--- config.mk ---
export PLATFORM = sky130hd
export DESIGN_NAME = mc_err_report
export DESIGN_NICKNAME = d
export VERILOG_FILES = /design/src/rtl/mcer_pkg.sv /design/src/rtl/mcer_cs_match.sv /design/src/rtl/mcer_sbe_ctr.sv /design/src/rtl/mcer_err_log.sv /design/src/rtl/mc_err_report.sv
export SDC_FILE = /design/constraint.sdc
export NUM_CORES = 1
export LEC_CHECK = 0
export BUFFER_PORTS_ARGS = -buffer_cell sky130_fd_sc_hd__buf_4
export CORE_ASPECT_RATIO = 1.25
export CORE_MARGIN = 2
export CORE_UTILIZATION = 30
export CTS_CLUSTER_DIAMETER = 40
export DETAILED_ROUTE_END_ITERATION = 10
export PLACE_DENSITY = 0.52
export SYNTH_ARGS = -nofsm -noshare
export SYNTH_HDL_FRONTEND = slang
export SYNTH_SLANG_ARGS = --single-unit
--- constraint.sdc ---
create_clock -name clk -period 2.6 [get_ports clk]
set_input_delay 0.13 -clock clk [delete_from_list [all_inputs] [get_ports clk]]
set_output_delay 0.13 -clock clk [all_outputs]
set_load 0.02 [all_outputs]
--- src/rtl/mcer_pkg.sv ---
package mcer_pkg;

    typedef enum logic [1:0] {
        ERR_NONE = 2'd0,
        ERR_SBE  = 2'd1,
        ERR_MBE  = 2'd2,
        ERR_MSE  = 2'd3
    } err_code_e;

    typedef enum logic [1:0] {
        PB_IDLE  = 2'd0,
        PB_ARMED = 2'd1,
        PB_BLOCK = 2'd2
    } pb_state_e;

    localparam int STS_THR = 0;
    localparam int STS_MBE = 1;
    localparam int STS_MSE = 2;
    localparam int STS_W   = 3;

endpackage

--- src/rtl/mcer_cs_match.sv ---
module mcer_cs_match #(
    parameter int AW  = 32,
    parameter int NCS = 4,
    parameter int CSW = 2
) (
    input  logic              clk,
    input  logic              rst_n,
    input  logic [AW-1:0]     addr,
    input  logic [NCS*AW-1:0] lo,
    input  logic [NCS*AW-1:0] hi,
    input  logic [NCS-1:0]    en,
    output logic              hit,
    output logic [CSW-1:0]    sel,
    output logic              first_vld,
    output logic [CSW-1:0]    first_idx
);

    logic [NCS-1:0] in_win;

    for (genvar g = 0; g < NCS; g++) begin : g_win
        assign in_win[g] = en[g] && (addr >= lo[g*AW +: AW]) && (addr <= hi[g*AW +: AW]);
    end

    always_comb begin
        hit       = 1'b0;
        sel       = '0;
        first_vld = 1'b0;
        first_idx = '0;
        for (int i = NCS - 1; i >= 0; i--) begin
            if (in_win[i]) begin
                hit = 1'b1;
                sel = CSW'(i);
            end
            if (en[i]) begin
                first_vld = 1'b1;
                first_idx = CSW'(i);
            end
        end
    end

    // a reported hit always names an enabled window
    assert_hit_enabled_R4: assert property (@(posedge clk) disable iff (!rst_n)
        hit |-> en[sel]);

    // no enabled window below the selected one may also contain the address
    assert_lowest_wins_R4: assert property (@(posedge clk) disable iff (!rst_n)
        hit |-> ((in_win & ((NCS'(1) << sel) - NCS'(1))) == '0));

endmodule

--- src/rtl/mcer_sbe_ctr.sv ---
module mcer_sbe_ctr #(
    parameter int CW = 16
) (
    input  logic          clk,
    input  logic          rst_n,
    input  logic          inc,
    input  logic          clr,
    input  logic [CW-1:0] thresh,
    output logic [CW-1:0] cnt,
    output logic          thr_hit
);

    localparam logic [CW-1:0] CNT_MAX = '1;

    typedef struct packed {
        logic [CW-1:0] cnt;
    } ctr_t;

    ctr_t s_d, s_q;
    logic can_inc;

    always_comb begin
        s_d     = s_q;
        can_inc = inc && !clr && (s_q.cnt != CNT_MAX);
        if (clr) begin
            s_d.cnt = '0;
        end else if (can_inc) begin
            s_d.cnt = s_q.cnt + 1'b1;
        end
        thr_hit = can_inc && (thresh != '0) && (s_d.cnt == thresh);
    end

    always_ff @(posedge clk or negedge rst_n) begin
        if (!rst_n) begin
            s_q <= '0;
        end else begin
            s_q <= s_d;
        end
    end

    assign cnt = s_q.cnt;

    // a full counter stays full unless cleared
    assert_no_overflow_R1: assert property (@(posedge clk) disable iff (!rst_n)
        (s_q.cnt == CNT_MAX && !clr) |=> (s_q.cnt == CNT_MAX));

    // without a clear the count never goes down
    assert_monotonic_R1: assert property (@(posedge clk) disable iff (!rst_n)
        !clr |=> (s_q.cnt >= $past(s_q.cnt)));

    // a clear always lands on zero
    assert_clear_R1: assert property (@(posedge clk) disable iff (!rst_n)
        clr |=> (s_q.cnt == '0));

endmodule

--- src/rtl/mcer_err_log.sv ---
module mcer_err_log
    import mcer_pkg::*;
#(
    parameter int AW = 32
) (
    input  logic          clk,
    input  logic          rst_n,
    input  logic          ev_sbe,
    input  logic          ev_mbe,
    input  logic          ev_mse,
    input  logic [AW-1:0] addr,
    input  logic          clr,
    output logic          valid,
    output err_code_e     code,
    output logic [AW-1:0] log_addr,
    output logic          multi
);

    typedef struct packed {
        logic          valid;
        err_code_e     code;
        logic [AW-1:0] addr;
        logic          multi;
    } log_t;

    log_t s_d, s_q;
    logic      any_ev;
    logic      many_ev;
    err_code_e new_code;

    always_comb begin
        any_ev  = ev_sbe | ev_mbe | ev_mse;
        many_ev = (32'(ev_sbe) + 32'(ev_mbe) + 32'(ev_mse)) > 32'd1;
        if (ev_mse)      new_code = ERR_MSE;
        else if (ev_mbe) new_code = ERR_MBE;
        else if (ev_sbe) new_code = ERR_SBE;
        else             new_code = ERR_NONE;

        s_d = s_q;
        if (clr) begin
            s_d.valid = 1'b0;
            s_d.multi = 1'b0;
        end
        if (any_ev) begin
            if (s_d.valid) begin
                s_d.multi = 1'b1;
            end else begin
                s_d.valid = 1'b1;
                s_d.code  = new_code;
                s_d.addr  = addr;
                s_d.multi = many_ev;
            end
        end
    end

    always_ff @(posedge clk or negedge rst_n) begin
        if (!rst_n) begin
            s_q <= '{valid: 1'b0, code: ERR_NONE, addr: '0, multi: 1'b0};
        end else begin
            s_q <= s_d;
        end
    end

    assign valid    = s_q.valid;
    assign code     = s_q.code;
    assign log_addr = s_q.addr;
    assign multi    = s_q.multi;

    // a filled log keeps its contents until cleared
    assert_log_hold_R7: assert property (@(posedge clk) disable iff (!rst_n)
        (s_q.valid && !clr) |=> ($stable(s_q.addr) && $stable(s_q.code) && s_q.valid));

    // the multiple-error flag only exists alongside a filled log
    assert_multi_valid_R7: assert property (@(posedge clk) disable iff (!rst_n)
        s_q.multi |-> s_q.valid);

endmodule

--- src/rtl/mc_err_report.sv ---
module mc_err_report
    import mcer_pkg::*;
#(
    parameter int AW  = 32,
    parameter int NCS = 4,
    parameter int CW  = 16,
    localparam int CSW = (NCS > 1) ? $clog2(NCS) : 1
) (
    input  logic              clk,
    input  logic              rst_n,
    input  logic              txn_valid,
    input  logic [AW-1:0]     txn_addr,
    input  logic              txn_is_read,
    input  logic              sbe_hit,
    input  logic              mbe_hit,
    input  logic [NCS*AW-1:0] cs_lo,
    input  logic [NCS*AW-1:0] cs_hi,
    input  logic [NCS-1:0]    cs_en,
    input  logic              sample_pts_en,
    input  logic              rd_strobe_ret,
    input  logic [CW-1:0]     sbe_thresh,
    input  logic              sbe_cnt_clr,
    input  logic [2:0]        irq_en,
    input  logic [2:0]        sts_clr,
    input  logic              log_clr,
    output logic              cs_hit,
    output logic [CSW-1:0]    cs_sel,
    output logic [CW-1:0]     sbe_count,
    output logic [2:0]        err_sts,
    output logic              crit_irq,
    output logic              log_valid,
    output logic [1:0]        log_code,
    output logic [AW-1:0]     log_addr,
    output logic              log_multi,
    output logic              dummy_vld,
    output logic [CSW-1:0]    dummy_cs,
    output logic              pin_block
);

    typedef struct packed {
        logic [STS_W-1:0] sts;
        logic             dv;
        logic [CSW-1:0]   dcs;
        pb_state_e        pb;
    } top_t;

    top_t s_d, s_q;

    logic           first_vld;
    logic [CSW-1:0] first_idx;
    logic           thr_hit;
    logic           ev_sbe, ev_mbe, ev_mse;
    err_code_e      code_w;

    mcer_cs_match #(.AW(AW), .NCS(NCS), .CSW(CSW)) u_match (
        .clk       (clk),
        .rst_n     (rst_n),
        .addr      (txn_addr),
        .lo        (cs_lo),
        .hi        (cs_hi),
        .en        (cs_en),
        .hit       (cs_hit),
        .sel       (cs_sel),
        .first_vld (first_vld),
        .first_idx (first_idx)
    );

    assign ev_sbe = txn_valid && sbe_hit;
    assign ev_mbe = txn_valid && mbe_hit && txn_is_read;
    assign ev_mse = txn_valid && !cs_hit;

    mcer_sbe_ctr #(.CW(CW)) u_ctr (
        .clk     (clk),
        .rst_n   (rst_n),
        .inc     (ev_sbe),
        .clr     (sbe_cnt_clr),
        .thresh  (sbe_thresh),
        .cnt     (sbe_count),
        .thr_hit (thr_hit)
    );

    mcer_err_log #(.AW(AW)) u_log (
        .clk      (clk),
        .rst_n    (rst_n),
        .ev_sbe   (ev_sbe),
        .ev_mbe   (ev_mbe),
        .ev_mse   (ev_mse),
        .addr     (txn_addr),
        .clr      (log_clr),
        .valid    (log_valid),
        .code     (code_w),
        .log_addr (log_addr),
        .multi    (log_multi)
    );

    assign log_code = code_w;

    always_comb begin
        logic [STS_W-1:0] set_v;
        s_d = s_q;

        set_v          = '0;
        set_v[STS_THR] = thr_hit;
        set_v[STS_MBE] = ev_mbe;
        set_v[STS_MSE] = ev_mse;
        s_d.sts = (s_q.sts & ~sts_clr) | set_v;

        s_d.dv = ev_mse && !sample_pts_en && first_vld;
        if (s_d.dv) begin
            s_d.dcs = first_idx;
        end

        if (txn_valid) begin
            s_d.pb = ev_mse ? PB_ARMED : PB_IDLE;
        end else if (s_q.pb == PB_ARMED && rd_strobe_ret) begin
            s_d.pb = PB_BLOCK;
        end
    end

    always_ff @(posedge clk or negedge rst_n) begin
        if (!rst_n) begin
            s_q <= '{sts: '0, dv: 1'b0, dcs: '0, pb: PB_IDLE};
        end else begin
            s_q <= s_d;
        end
    end

    assign err_sts   = s_q.sts;
    assign crit_irq  = |(s_q.sts & irq_en);
    assign dummy_vld = s_q.dv;
    assign dummy_cs  = s_q.dcs;
    assign pin_block = (s_q.pb == PB_BLOCK);

    // the multi-bit status only rises after a multi-bit read error
    assert_mbe_source_R3: assert property (@(posedge clk) disable iff (!rst_n)
        $rose(err_sts[STS_MBE]) |-> $past(txn_valid && mbe_hit && txn_is_read));

    // the memory-select status only rises after a missed request
    assert_mse_source_R5: assert property (@(posedge clk) disable iff (!rst_n)
        $rose(err_sts[STS_MSE]) |-> $past(txn_valid && !cs_hit));

    // the threshold status only rises from a counter increment
    assert_thr_source_R2: assert property (@(posedge clk) disable iff (!rst_n)
        $rose(err_sts[STS_THR]) |-> ($past(txn_valid && sbe_hit) && (sbe_count == $past(sbe_thresh))));

    // a dummy pulse needs a miss without sample points one cycle earlier
    assert_dummy_source_R8: assert property (@(posedge clk) disable iff (!rst_n)
        dummy_vld |-> $past(txn_valid && !cs_hit && !sample_pts_en && (cs_en != '0)));

    // pin blocking begins only on returned strobes
    assert_block_strobe_R9: assert property (@(posedge clk) disable iff (!rst_n)
        $rose(pin_block) |-> $past(rd_strobe_ret && !txn_valid));

    // a new request always ends blocking
    assert_block_release_R9: assert property (@(posedge clk) disable iff (!rst_n)
        txn_valid |=> !pin_block);

endmodule

==> impl_metrics.ini <==
[sta]
hold_slack_ns = 0.0504
timing.final.ws_setup_ns = -0.0583
fin_skew_ns = 0.00920
period_share = 1.02
slew_viol_final = 0
clock.fmax_mhz = 376
rsz0062_at_grt = true
finalHoldViolations = 0
max-slew-margin-rel = 0.319
fin_crit_ns = 2.66
fin_tns_setup_ns = -0.136
setup_viol = 5
tightest_slew_ns = 1.02

[final_layout]
multi_input_area_sq_mm = 0.00868
seqCellArea_sq_mm = 0.00150
final_layout_size_suffix_gt1_frac = 0.375
nFillCells = 3441
area_delta_synth_final_pct = 62.0
layout.nets = 2564

[global_routing]
met1_usage = 0.296
grt_first_pass_wirelength_um = 68300
groute.usage.overall = 0.245
grt_pass1_vias = 12400
gr-usage-met2 = 0.435
overflow = 0
grt_start_max_net_pins = 66
antenna_found_initial = 2
grt-busiest-layer = met2
grt_use_met3 = 0.0292

[synthesis]
yosys.area.top_type_share = 0.309
synth.area.top_cells = ha_1, dfrtp_1, inv_1
ys.flop_type = dfrtp_1
seq_area_frac_synth = 0.142
syn_nets = 1983
syn_area_sq_mm = 0.0105
ys_seq_elements = 60
syn-mean-instance-area_sq_um = 7.53
synth_cells = 1399
synth_area_leader_cell = ha_1
yosysUniqueCellTypes = 69
ys_warn_count = 0
synth_edf_count = 0
async_reset_ff_frac = 1.00

[critical_path]
startpoint_type = input pin
path_class = in2out
critPathCaptureType = output pin
arrival_ns = 2.53
crit_family = simple AND/OR/NAND/NOR gates
cp_cell_sequence = buf_8 > ha_4 > nand4_1 > or4_4 > nor4_4 > nor2_2 > a221oi_4 > o21ba_4 > nor2_4 > buf_6
crit_fanout = 5
slowest_stage = or4_4
required_ns = 2.47
critPathBufInv = 2
max_stage_delay_ns = 0.60

[die]
ios = 387
core_sq_mm = 0.0345
dieArea_sq_mm = 0.0367
die_y_um = 214
placementRows = 76
die_w_um = 172
start_util = 0.305

[clock_tree]
cts.sinks = 60
cts_tree = built
cts_made_buffers = 9
cts_root_buf = clkbuf_16
clock_path_buffers = 2
htreeDepth = 3
path_clk_slew_ns = 0.06
clock_latency_ns = 0.33

[route]
drc = 0
vias_per_cell = 5.10
ant_nets = 0
dr_total_vias = 12500
routedWlPerCell_um = 19.4
drtPass1Iterations = 5
drt-total-wl_um = 47600
drt_iter0_drc = 778

[place]
hpwl_um = 39500
gp_congestion = 0.937
portBuffers = 386

[hold_path]
hold_path_class = in2reg

[status]
status = complete, but fails checks
violations = negative setup slack

[power]
p_leak_nw = 8.92
power_density_mw_per_mm2 = 352
ir_drop_v = 0.000285

[job]
drv_cap = 0
[stage by stage]
step                std cells  power, W  worst slack [ns]  instance area, sq um   util
floorplan                1399   0.00286           -0.0640                 10600      -
global placement         2403   0.00443            -0.606                 15400  0.447
detailed placement       2403   0.00449            -0.662                 15400  0.447
CTS                      2432   0.00582            -0.147                 16100  0.466
global route             2455   0.00642            -0.109                 17100  0.494
finish                   2458   0.00601           -0.0583                 17100  0.495
[power by group]
group,internal (W),switching [W]
sequential,0.00114,0.000230
combinational,0.00166,0.00175
clock,0.000747,0.000485
[logic make-up after synthesis]
family,after synthesis,synth area share
AOI/OAI and AO/OA,340,0.211
DFF,60,0.142
buffers and inverters,315,0.116
muxes,4,0.00439
and+or+nand+nor,397,0.198
xor gates and xnor gates,23,0.0191
adders and majority gates,260,0.309
[what timing repair did]
item	CTS	global route
gates cloned	0	5
gates resized for setup	42	139
pin swaps	20	86
setup buffers	10	17
hold buffers	3	0
endpoints found under the setup margin	45	42
hold endpoints to repair	62	0
[per-layer routing]
layer | wire length, um | share of wire | vias up
li1 | - | - | 6159
met1 | 19000 | 0.40 | 5861
met2 | 24100 | 0.51 | 418
met3 | 2530 | 0.053 | 95
met4 | 2020 | 0.042 | 0
met5 | 0 | 0 | -
[layout by cell type (no fill, tap or decap), types with 13 or more instances in the layout]
| cell | synthesis | layout |
|---|---|---|
| o21ai_0 | 36 | 29 |
| buf_4 | 5 | 556 |
| dfrtp_1 | 60 | 60 |
| a21oi_1 | 132 | 128 |
| ha_1 | 260 | 221 |
| buf_6 | 3 | 35 |
| nor2_1 | 46 | 43 |
| nor3_1 | 13 | 13 |
| nand2_1 | 123 | 122 |
| nand3b_1 | 31 | 31 |
| nand3_1 | 64 | 62 |
| o211ai_1 | 72 | 72 |
| xnor2_1 | 15 | 14 |
| ha_4 | 0 | 36 |
| inv_1 | 271 | 262 |
| nand4_1 | 47 | 47 |
| a21o_1 | 21 | 21 |
[registers in the layout, summed over array words and instances (netlist names)]
name            count
dummy_cs            2
dummy_vld           1
err_sts             3
s_q                 2
u_ctr.cnt          16
u_log.code          2
u_log.log_addr     32
u_log.multi         1
u_log.valid         1
[Yosys cell counts (all sizes together), types with 4 or more instances]
| library cell | instances |
|---|---|
| inv | 271 |
| ha | 260 |
| a21oi | 132 |
| nand2 | 124 |
| o211ai | 72 |
| nand3 | 65 |
| dfrtp | 60 |
| nand4 | 47 |
| nor2 | 46 |
| o21ai | 36 |
| nand3b | 31 |
| clkbuf | 29 |
| a21o | 21 |
| a211oi | 16 |
| buf | 15 |
| xnor2 | 15 |
| nor3 | 14 |
| nor4 | 14 |
| nor2b | 12 |
| and4 | 11 |
| a2111oi | 10 |
| or3 | 9 |
| nand2b | 8 |
| xor2 | 8 |
| o31ai | 7 |
| or4 | 7 |
| a221oi | 6 |
| a31oi | 5 |
| o21a | 5 |
| and3 | 4 |
[worst register-to-register path, delay by kind of cell, from the launching register on]
kind | cells | cell delay (ns)
xor gates and xnor gates | 2 | 0.22
DFF | 1 | 0.35
AOI/OAI and AO/OA | 3 | 1.05
and+or+nand+nor | 3 | 0.78
[path summary, 6_finish.rpt]
check	startpoint	end	slack (ns)	cells after the start
worst max-delay path	txn_addr[31]	cs_sel[1]	-0.06	10
worst min-delay path	rd_strobe_ret	s_q[1]	0.05	3
worst max register to register	u_ctr.cnt[7]	err_sts[0]	0.11	8
worst min register to register	s_q[1]	s_q[1]	0.52	2
max in group asynchronous	rst_n	u_ctr.cnt[13]	1.59	2
min in group asynchronous	rst_n	u_ctr.cnt[8]	0.40	2
[layout make-up]
| class | count | area share |
|---|---|---|
| Antenna cell | 5 | 0.000733 |
| Clock buffer | 9 | 0.0132 |
| Sequential cell | 60 | 0.0879 |
| Multi-Input combinational cell | 1024 | 0.508 |
| Tap cell | 468 | 0.0343 |
| Inverter | 271 | 0.0599 |
| Timing Repair Buffer | 614 | 0.291 |
| Clock inverter | 7 | 0.00440 |
(Power assumes the default switching activity.)
